File: config.mk
export PLATFORM = sky130hd
export DESIGN_NAME = magcmp_top
export DESIGN_NICKNAME = d
export VERILOG_FILES = /design/src/rtl/magcmp_pkg.sv /design/src/rtl/magcmp_slice.sv /design/src/rtl/magcmp_chain.sv /design/src/rtl/magcmp_outstage.sv /design/src/rtl/magcmp_top.sv
export SDC_FILE = /design/constraint.sdc
export NUM_CORES = 1
export LEC_CHECK = 0
export BUFFER_PORTS_ARGS = -buffer_cell sky130_fd_sc_hd__buf_2
export CORE_MARGIN = 2
export CORE_UTILIZATION = 40
export CTS_BUF_LIST = sky130_fd_sc_hd__clkbuf_2
export DETAILED_ROUTE_END_ITERATION = 16
export HOLD_SLACK_MARGIN = 0.02
export PLACE_DENSITY = 0.81
export RECOVER_POWER = 50
export SLEW_MARGIN = 20
export SYNTH_ARGS = -nofsm -noshare
export SYNTH_HDL_FRONTEND = slang
export SYNTH_SLANG_ARGS = --single-unit
File: constraint.sdc
create_clock -name clk -period 2.6 [get_ports clk]
set_input_delay 0 -clock clk [delete_from_list [all_inputs] [get_ports clk]]
set_output_delay 0 -clock clk [all_outputs]
set_load 0.02 [all_outputs]
File: src/rtl/magcmp_pkg.sv
package magcmp_pkg;
    localparam int SLICE_W = 4;

    typedef struct packed {
        logic gt;
        logic lt;
        logic eq;
    } cmp_flags_t;

    localparam cmp_flags_t CASC_TIE = '{gt: 1'b0, lt: 1'b0, eq: 1'b1};
endpackage

File: src/rtl/magcmp_slice.sv
module magcmp_slice
    import magcmp_pkg::*;
(
    input  logic [SLICE_W-1:0] a_nib,
    input  logic [SLICE_W-1:0] b_nib,
    input  cmp_flags_t         casc_in,
    output cmp_flags_t         flags_out
);
    always_comb begin
        logic decided;
        // equal nibbles: verdict formed from the cascade inputs
        flags_out.gt = ~casc_in.eq & ~casc_in.lt;
        flags_out.lt = ~casc_in.eq & ~casc_in.gt;
        flags_out.eq = casc_in.eq;
        decided = 1'b0;
        // scan from the most significant bit; first mismatch wins
        for (int i = SLICE_W - 1; i >= 0; i--) begin
            if (!decided && (a_nib[i] != b_nib[i])) begin
                decided      = 1'b1;
                flags_out.gt = a_nib[i];
                flags_out.lt = b_nib[i];
                flags_out.eq = 1'b0;
            end
        end
    end
endmodule

File: src/rtl/magcmp_chain.sv
module magcmp_chain
    import magcmp_pkg::*;
#(
    parameter int WIDTH = 16
) (
    input  logic [WIDTH-1:0] a_word,
    input  logic [WIDTH-1:0] b_word,
    output cmp_flags_t       flags_out
);
    localparam int NSLICE = WIDTH / SLICE_W;

    if (WIDTH % SLICE_W != 0 || WIDTH < SLICE_W) begin : g_bad_width
        $error("magcmp_chain: WIDTH must be a positive multiple of 4");
    end

    cmp_flags_t link [0:NSLICE];

    assign link[0] = CASC_TIE;

    for (genvar g = 0; g < NSLICE; g++) begin : g_slice
        magcmp_slice u_slice (
            .a_nib     (a_word[g*SLICE_W +: SLICE_W]),
            .b_nib     (b_word[g*SLICE_W +: SLICE_W]),
            .casc_in   (link[g]),
            .flags_out (link[g+1])
        );
    end

    assign flags_out = link[NSLICE];
endmodule

File: src/rtl/magcmp_outstage.sv
module magcmp_outstage
    import magcmp_pkg::*;
#(
    parameter bit OUT_REG = 1'b1
) (
    input  logic       clk,
    input  logic       rst,
    input  cmp_flags_t flags_in,
    output cmp_flags_t flags_out
);
    if (OUT_REG) begin : g_reg
        cmp_flags_t flags_d;
        cmp_flags_t flags_q;

        always_comb begin
            flags_d = flags_in;
            if (rst) begin
                flags_d = '0;
            end
        end

        always_ff @(posedge clk) begin
            flags_q <= flags_d;
        end

        assign flags_out = flags_q;
    end else begin : g_comb
        logic unused_ctrl;
        assign unused_ctrl = clk ^ rst;
        assign flags_out   = flags_in;
    end
endmodule

File: src/rtl/magcmp_top.sv
module magcmp_top
    import magcmp_pkg::*;
#(
    parameter int WIDTH   = 16,
    parameter bit OUT_REG = 1'b1
) (
    input  logic             clk,
    input  logic             rst,
    input  logic [WIDTH-1:0] a_in,
    input  logic [WIDTH-1:0] b_in,
    output logic             a_gt_b,
    output logic             a_lt_b,
    output logic             a_eq_b
);
    cmp_flags_t chain_flags;
    cmp_flags_t out_flags;

    magcmp_chain #(.WIDTH(WIDTH)) u_chain (
        .a_word    (a_in),
        .b_word    (b_in),
        .flags_out (chain_flags)
    );

    magcmp_outstage #(.OUT_REG(OUT_REG)) u_out (
        .clk       (clk),
        .rst       (rst),
        .flags_in  (chain_flags),
        .flags_out (out_flags)
    );

    assign a_gt_b = out_flags.gt;
    assign a_lt_b = out_flags.lt;
    assign a_eq_b = out_flags.eq;
endmodule

==> results.py, run 1 <==
metrics = {
    "clock_network": {
        "numCtsBuffers": 3,
        "cts-root-buf": "clkbuf_2",
        "cts_sinks": 3,
        "clock_path_buffers": 2,
        "cts_tree": "built",
        "h-tree-depth": 1,
        "clk_pin_slew_ns": 0.04,
    },
    "global_routing": {
        "gr-total-overflow": 0,
        "grt_use_met2": 0.311,
        "antenna_found_initial": 0,
        "grt.total_usage": 0.172,
        "grt_pass1_vias": 877,
        "grt_max_degree": 8,
        "gr-max-usage-layer": "met2",
        "use_met3": 0.0212,
        "grt_pass1_wl_mm": 3.42,
        "met1_usage": 0.208,
    },
    "final_layout": {
        "nets": 195,
        "final_util": 0.544,
        "num-fill-cells": 205,
        "multiInputGateArea_um2": 722,
        "final_cell_mix": "buf_2 (33), inv_1 (12), nor2b_1 (9), xnor2_1 (9), nand2b_1 (9)",
        "final_common_cell": "buf_2",
        "largest_register_ffs": 3,
        "final_layout_size_suffix_gt1_frac": 0.266,
        "syn2layout_area_growth_pct": 29.0,
        "diodes": 0,
        "final_area_um2": 1070,
        "register_area_um2": 60.1,
    },
    "power_and_ir_drop": {
        "p_seq_frac": 0.174,
        "p_int_mw": 0.171,
        "clkPwrFrac": 0.230,
        "switching_share": 0.416,
        "vdd_drop_max_uv": 153,
        "netSwitchingPower_mw": 0.122,
        "comb_power_share": 0.597,
        "power_leakage_nw": 0.465,
        "power_density_nw_per_um2": 275,
    },
    "yosys": {
        "synth_edf_count": 0,
        "synth_top_area_share": 0.0968,
        "synthesis.nets": 153,
        "synth_area_leaders": "maj3_1 (9.7%), xnor2_1 (9.5%), dfxtp_1 (7.3%)",
        "yosysTopAreaCell": "maj3_1",
        "postSynthCellCount": 117,
        "ys.flop_type": "dfxtp_1",
        "async_flop_share": 0,
        "syn_area_per_cell_um2": 7.07,
        "synth-warning-count": 0,
        "ys_ff_latch": 3,
        "syn_area_um2": 827,
        "yosysSeqAreaShare": 0.0726,
        "synth_cell_types": 35,
    },
    "floorplanning": {
        "rows": 16,
        "initial_utilization": 0.422,
        "dieArea_um2": 2450,
        "ios": 37,
        "fp.coreArea_um2": 1960,
        "die_w_um": 49.5,
        "die_h_um": 49.5,
    },
    "critical_path": {
        "critical_path.max_fanout": 7,
        "arrival_ns": 1.58,
        "required_ns": 2.69,
        "cp-startpoint": "a_in[3]",
        "critPathKind": "in2reg",
        "cp-start-kind": "primary input",
        "endpoint_kind": "flip-flop",
    },
    "placed_design": {
        "dp_hpwl_mm": 1.66,
        "gp_congestion": 0.840,
        "place_area_um2": 1040,
        "place_ws_ns": 0.878,
        "port_buffers": 36,
    },
    "run_status": {
        "status": "finished, final reports clean",
    },
    "sta": {
        "rsz0062_at_grt": "no",
        "period_minus_slack_ns": 1.49,
        "setup_slack_ns": 1.11,
        "fmax_mhz": 672,
        "drv_slew": 0,
        "setup_viol": 0,
        "hold_viol": 0,
        "worstMarginPinSlew_ns": 0.468,
        "slew_headroom": 0.685,
        "finalCritPeriodShare": 0.573,
        "tns_ns": 0,
    },
    "min_path": {
        "min_from": "a_in[9]",
        "hp-class": "in2reg",
    },
    "drt": {
        "num_vias": 957,
        "drt_iter0_drc": 13,
        "wl_per_cell_um": 10.2,
        "detail_route.first_pass.iterations": 4,
        "drt-total-wl_mm": 1.88,
        "drc_errors": 0,
        "drtAntennaViolNets": 0,
        "viasPerCell": 5.17,
    },
    "run": {
        "maxCapViolCount": 0,
    },
}
cell usage after synthesis, types with 3 or more instances:
library cell and number:
maj3_1 8, nand2b_1 9, o21bai_1 3, xnor2_1 9, nor4_1 4, nor2b_1 9
nand3_1 4, a21oi_1 4, nor2_1 8, o21ai_0 5, a211oi_1 3, xor2_1 5
inv_1 12, nand2_1 7, dfxtp_1 3
metrics by stage:
stage	total power [mW]	hold WS, ns	instances
after floorplan	0.164	0.0753	117
after detailed placement	0.226	0.215	180
after CTS	0.297	0.189	185
after global routing	0.323	0.204	185
final	0.294	0.195	185
after global placement	0.222	0.206	180
logic make-up after synthesis:
logic type               synth area share
flip-flops                         0.0726
AND/OR/NAND/NOR                     0.315
XOR/XNOR                            0.148
adder cells (fa/ha/maj)             0.141
AO/OA/AOI/OAI                       0.269
buffers and inverters              0.0545
metal layers:
| metal | wire length [um] | share of wire |
|---|---|---|
| met2 | 938 | 0.50 |
| met3 | 62 | 0.033 |
| met5 | 0 | 0 |
| met4 | 14 | 0.0074 |
| met1 | 868 | 0.46 |
repair_timing:
item,in CTS,in global routing
setup endpoints to repair,0,0
hold buffers,1,0
setup buffers,0,0
resized for setup,0,0
hold endpoints to repair,1,0
path summary, 6_finish.rpt:
check / endpoint / slack, ns / cells after the start
worst max-delay path: u_out.flags_out[2] / 1.11 / 8
worst min-delay path: u_out.flags_out[1] / 0.20 / 4
layout make-up:
type                       count  area share
multi-input combinational    102       0.676
clock buffer                   4      0.0188
timing repair buffer          37       0.175
sequential                     3      0.0563
inverter                      12      0.0422
tap                           27      0.0317
power by group through the flow:
stage | Combinational, mW | Sequential, mW | Clock (mW)
after global placement | 0.170 | 0.0518 | 0
final | 0.175 | 0.0511 | 0.0674
after CTS | 0.177 | 0.0509 | 0.0691
after detailed placement | 0.175 | 0.0518 | 0
after floorplan | 0.107 | 0.0572 | 0
after global routing | 0.198 | 0.0513 | 0.0734
critical path, stage by stage:
cell	delay [ns]
buf_2	0.09
inv_1	0.04
ha_1	0.37
and4_4	0.19
maj3_2	0.31
a2111oi_2	0.33
a21boi_2	0.19
nor4_1	0.06
(Power assumes the default switching activity.)
==> run 2: changes to the inputs <==
--- a/config.mk
+++ b/config.mk
@@ -5,13 +5,14 @@
 export SDC_FILE = /design/constraint.sdc
 export NUM_CORES = 1
 export LEC_CHECK = 0
+export ABC_AREA = 1
 export BUFFER_PORTS_ARGS = -buffer_cell sky130_fd_sc_hd__buf_2
 export CORE_MARGIN = 2
 export CORE_UTILIZATION = 40
 export CTS_BUF_LIST = sky130_fd_sc_hd__clkbuf_2
 export DETAILED_ROUTE_END_ITERATION = 16
 export HOLD_SLACK_MARGIN = 0.02
-export PLACE_DENSITY = 0.81
+export PLACE_DENSITY = 0.83
 export RECOVER_POWER = 50
 export SLEW_MARGIN = 20
 export SYNTH_ARGS = -nofsm -noshare
==> constraint.sdc (replaced) <==
create_clock -name clk -period 1.31 [get_ports clk]
set_input_delay 0 -clock clk [delete_from_list [all_inputs] [get_ports clk]]
set_output_delay 0 -clock clk [all_outputs]
set_load 0.02 [all_outputs]
==> results.py, run 2 <==
metrics = {
    "clock_network": {
        "cts_sinks": 3,
        "numCtsBuffers": 3,
        "cts_tree": "built",
        "cts-root-buf": "clkbuf_2",
        "clock_path_buffers": 2,
        "h-tree-depth": 1,
        "clk_pin_slew_ns": 0.05,
    },
    "sta": {
        "setup_slack_ns": 0.103,
        "fmax_mhz": 828,
        "period_minus_slack_ns": 1.21,
        "rsz0062_at_grt": "yes",
        "holdWs_ns": 0.0861,
        "slew_headroom": 0.819,
        "drv_slew": 0,
        "finalCritPeriodShare": 0.921,
        "setup_viol": 0,
        "hold_viol": 0,
        "worstMarginPinSlew_ns": 0.271,
    },
    "floorplanning": {
        "fp.coreArea_um2": 1960,
        "initial_utilization": 0.420,
        "ios": 37,
        "dieArea_um2": 2440,
        "die_w_um": 49.4,
        "die_h_um": 49.4,
        "rows": 16,
    },
    "critical_path": {
        "critical_path.max_fanout": 5,
        "endpoint_kind": "flip-flop",
        "arrival_ns": 1.31,
        "required_ns": 1.41,
        "critPathKind": "in2reg",
        "cp-start-kind": "primary input",
    },
    "placed_design": {
        "place_ws_ns": -0.170,
        "place_area_um2": 1100,
        "dp_hpwl_mm": 1.56,
        "gp_congestion": 0.835,
        "port_buffers": 36,
    },
    "power_and_ir_drop": {
        "clkPwrFrac": 0.217,
        "power_leakage_nw": 0.762,
        "netSwitchingPower_mw": 0.265,
        "comb_power_share": 0.619,
        "switching_share": 0.430,
        "p_int_mw": 0.351,
        "vdd_drop_max_uv": 307,
        "p_seq_frac": 0.164,
        "power_density_nw_per_um2": 510,
    },
    "yosys": {
        "async_flop_share": 0,
        "yosysTopAreaCell": "nand2_1",
        "synth_top_area_share": 0.255,
        "syn_area_um2": 825,
        "ys_top_cells_by_count": "nand2_1 (56), inv_1 (40), nor2_1 (31)",
        "ys_ff_latch": 3,
        "synthesis.nets": 209,
        "synth_edf_count": 0,
        "yosysSeqAreaShare": 0.0728,
        "yosysMostFrequentCell": "nand2_1",
        "synth_area_leaders": "nand2_1 (25%), inv_1 (18%), nor2_1 (14%)",
        "postSynthCellCount": 173,
        "syn_area_per_cell_um2": 4.77,
        "ys.flop_type": "dfxtp_1",
        "synth_cell_types": 21,
        "synth-warning-count": 0,
    },
    "drt": {
        "detail_route.first_pass.iterations": 4,
        "num_vias": 1103,
        "drtAntennaViolNets": 0,
        "wl_per_cell_um": 7.88,
        "drt-total-wl_mm": 1.99,
        "drt_iter0_drc": 22,
        "viasPerCell": 4.38,
        "drc_errors": 0,
    },
    "final_layout": {
        "final_layout_size_suffix_gt1_frac": 0.316,
        "largest_register_ffs": 3,
        "final_common_cell": "nand2_1",
        "final_cell_mix": "nand2_1 (52), inv_1 (36), nor2_1 (30)",
        "num-fill-cells": 227,
        "final_area_um2": 1210,
        "syn2layout_area_growth_pct": 46.4,
        "diodes": 0,
        "nets": 262,
    },
    "global_routing": {
        "grt_pass1_wl_mm": 3.19,
        "gr-total-overflow": 0,
        "grt.total_usage": 0.155,
        "antenna_found_initial": 0,
        "grt_max_degree": 7,
        "grt_pass1_vias": 902,
    },
    "run": {
        "maxCapViolCount": 0,
    },
    "run_status": {
        "status": "finished, final reports clean",
    },
    "min_path": {
        "hp-class": "in2reg",
    },
}
-- run 2: cell types whose count changed after synthesis, moves of 3 or more --
| cell | before | now |
|---|---|---|
| nor2_1 | 8 | 31 |
| a211oi_1 | 3 | 0 |
| maj3_1 | 8 | 0 |
| nand2b_1 | 9 | 0 |
| inv_1 | 12 | 40 |
| xnor2_1 | 9 | 1 |
| o21bai_1 | 3 | 0 |
| nand2_1 | 7 | 56 |
| nand2_2 | 0 | 6 |
| nand3_1 | 4 | 12 |
| nor2b_1 | 9 | 0 |
| nor4_1 | 4 | 0 |
| xor2_1 | 5 | 0 |
-- run 2: cell type report --
cell class	instances	area [um2]	area share
Multi-Input combinational cell	130	639	0.530
Timing Repair Buffer	48	302	0.250
Inverter	40	153	0.126
Sequential cell	3	60.1	0.0497
Tap cell	27	33.8	0.0280
Clock buffer	4	20.0	0.0166
-- run 2: metrics by stage --
stage	TNS, ns	util	instances	total power [mW]
after detailed placement	-0.321	0.563	243	0.449
after floorplan	0	-	173	0.335
after global placement	-0.236	0.563	243	0.443
after CTS	0	0.578	248	0.590
final	0	0.615	252	0.616
after global routing	-0.174	0.615	252	0.680
-- run 2: final timing paths --
kind / slack [ns] / end / depth (start not counted) / from
worst max-delay path: 0.10 / u_out.flags_out[2] / 15 / a_in[11]
worst min-delay path: 0.09 / u_out.flags_out[1] / 4 / a_in[12]
-- run 2: timing repair --
action | in CTS | in global routing
endpoints found under the setup margin | 0 | 2
hold buffers | 1 | 0
endpoints found under the hold margin | 1 | 0
buffers inserted | 0 | 4
resized for setup | 0 | 17
-- run 2: critical path, cell delays in order --
cell and delay [ns]:
buf_6 0.07, inv_1 0.04, nand2_2 0.07, nand2_2 0.07, nor3_4 0.27, nand2_2 0.10, nand3b_1 0.21, nand3_1 0.12
inv_1 0.05, nand2_1 0.05, nand2_1 0.04, nand2_1 0.06, nand2_1 0.04, nand2_1 0.07, a21oi_2 0.05
-- run 2: layer usage --
layer	wire length, um	global-route usage	vias up
li1	-	-	623
met4	0	0.0556	0
met2	963	0.259	27
met1	940	0.212	453
met3	83	0.00307	0
met5	0	0	-
-- run 2: kinds of logic (layout without fill, tap and decap cells) --
| kind of cell | Yosys count | in the layout | share of synthesized area |
|---|---|---|---|
| simple gates | 114 | 114 | 0.613 |
| buf+inv | 40 | 92 | 0.182 |
| compound gates | 13 | 13 | 0.0910 |
| flops | 3 | 3 | 0.0728 |
| fa+ha+maj | 2 | 2 | 0.0303 |
| xor+xnor | 1 | 1 | 0.0106 |
-- run 2: power groups by stage --
stage | logic [mW] | clock network [mW] | registers, mW
6_report | 0.381 | 0.134 | 0.101
5_1_grt | 0.439 | 0.139 | 0.101
2_1_floorplan | 0.221 | 0 | 0.114
3_3_place_gp | 0.340 | 0 | 0.103
3_5_place_dp | 0.347 | 0 | 0.102
4_1_cts | 0.350 | 0.139 | 0.101
==> run 3: changes to the inputs <==
--- a/config.mk
+++ b/config.mk
@@ -6,15 +6,16 @@
 export NUM_CORES = 1
 export LEC_CHECK = 0
 export ABC_AREA = 1
-export BUFFER_PORTS_ARGS = -buffer_cell sky130_fd_sc_hd__buf_2
 export CORE_MARGIN = 2
 export CORE_UTILIZATION = 40
 export CTS_BUF_LIST = sky130_fd_sc_hd__clkbuf_2
 export DETAILED_ROUTE_END_ITERATION = 16
+export DONT_BUFFER_PORTS = 1
 export HOLD_SLACK_MARGIN = 0.02
-export PLACE_DENSITY = 0.83
+export PLACE_DENSITY = 0.67
 export RECOVER_POWER = 50
 export SLEW_MARGIN = 20
 export SYNTH_ARGS = -nofsm -noshare
 export SYNTH_HDL_FRONTEND = slang
 export SYNTH_SLANG_ARGS = --single-unit
+export TNS_END_PERCENT = 50
==> results.py, run 3 (synthesized netlist as in run 2, its figures left out) <==
metrics = {
    "final_layout": {
        "final_layout_size_suffix_gt1_frac": 0.109,
        "final_cell_mix": "nand2_1 (56), inv_1 (40), nor2_1 (31)",
        "diodes": 0,
        "largest_register_ffs": 3,
        "final_util": 0.481,
        "final_common_cell": "nand2_1",
        "num-fill-cells": 229,
        "stdcell_count": 210,
        "syn2layout_area_growth_pct": 14.4,
        "nets": 220,
    },
    "floorplanning": {
        "initial_utilization": 0.420,
        "dieArea_um2": 2440,
        "fp.coreArea_um2": 1960,
        "ios": 37,
        "rows": 16,
        "die_h_um": 49.4,
        "die_w_um": 49.4,
    },
    "global_routing": {
        "gr-total-overflow": 0,
        "grt_max_degree": 7,
        "grt_pass1_wl_mm": 3.06,
        "grt_pass1_vias": 860,
        "grt.total_usage": 0.154,
        "antenna_found_initial": 0,
    },
    "placed_design": {
        "gp_congestion": 0.816,
        "port_buffers": 0,
        "dp_cells": 202,
        "place_ws_ns": -0.0992,
        "dp_hpwl_mm": 1.49,
    },
    "drt": {
        "drc_errors": 0,
        "drtAntennaViolNets": 0,
        "detail_route.first_pass.iterations": 6,
        "viasPerCell": 4.62,
        "drt-total-wl_mm": 1.77,
        "drt_iter0_drc": 16,
        "num_vias": 970,
        "wl_per_cell_um": 8.40,
    },
    "run_status": {
        "status": "finished, final reports clean",
    },
    "clock_network": {
        "h-tree-depth": 1,
        "ctsResizeCount": 0,
        "clock_path_buffers": 2,
        "cts-root-buf": "clkbuf_2",
        "clk_pin_slew_ns": 0.05,
        "numCtsBuffers": 3,
        "cts_sinks": 3,
        "cts_tree": "built",
    },
    "sta": {
        "holdWs_ns": 0.0386,
        "setup_slack_ns": 0.130,
        "setup_viol": 0,
        "worstMarginPinSlew_ns": 0.264,
        "period_minus_slack_ns": 1.18,
        "drv_slew": 0,
        "fmax_mhz": 847,
        "slew_headroom": 0.824,
        "rsz0062_at_grt": "no",
        "hold_viol": 0,
        "finalCritPeriodShare": 0.901,
    },
    "power_and_ir_drop": {
        "power_mw": 0.518,
        "power_leakage_nw": 0.591,
        "vdd_drop_max_uv": 287,
        "power_density_nw_per_um2": 549,
    },
    "min_path": {
        "hp-class": "in2reg",
    },
    "critical_path": {
        "required_ns": 1.47,
        "cp-start-kind": "primary input",
        "arrival_ns": 1.34,
        "critPathKind": "in2reg",
        "endpoint_kind": "flip-flop",
        "critical_path.max_fanout": 2,
    },
    "run": {
        "maxCapViolCount": 0,
    },
}
## run 3: path summary, 6_finish.rpt
path / endpoint / start / cells past startpoint / slack (ns)
max: u_out.flags_out[1] / a_in[12] / 5 / 0.13
min: u_out.flags_out[2] / b_in[12] / 3 / 0.04
## run 3: where the power goes
part	switching, mW	leakage, nW	internal (mW)
combinational	0.161	0.550	0.108
clock	0.0560	0.0166	0.0805
sequential	0.0129	0.0247	0.0998
## run 3: layout make-up
| class | count | area, um2 | share of cell area |
|---|---|---|---|
| multi-input cells | 130 | 627 | 0.664 |
| clock buffers | 4 | 20.0 | 0.0212 |
| repair buffers | 6 | 52.6 | 0.0557 |
| inverters | 40 | 150 | 0.159 |
| flip-flops and latches | 3 | 60.1 | 0.0637 |
| well taps | 27 | 33.8 | 0.0358 |
## run 3: timing repair
| item | 4_1_cts | 5_1_grt |
|---|---|---|
| setup buffers | 0 | 1 |
| hold endpoints to repair | 3 | 0 |
| endpoints found under the setup margin | 0 | 1 |
| hold buffers | 3 | 0 |
## run 3: metal layers
layer | vias up | part of all wire | track usage
met3 | 2 | 0.070 | 0.0215
li1 | 537 | - | -
met2 | 29 | 0.48 | 0.288
met4 | 0 | 0.012 | 0.0694
met1 | 402 | 0.44 | 0.169
met5 | - | 0 | 0
## run 3: metrics by stage
| stage | setup TNS [ns] | cell area, um2 |
|---|---|---|
| final | 0 | 943 |
| after global routing | 0 | 943 |
| after CTS | 0 | 936 |
| after detailed placement | -0.144 | 886 |
| after global placement | -0.0507 | 886 |
| after floorplan | 0 | 837 |
## run 3: worst max-delay path, stage by stage
cell and delay [ns]:
dlygate4sd3_1 0.54, nor2_1 0.13, dlygate4sd3_1 0.56, nand2_1 0.05, nand2_1 0.06
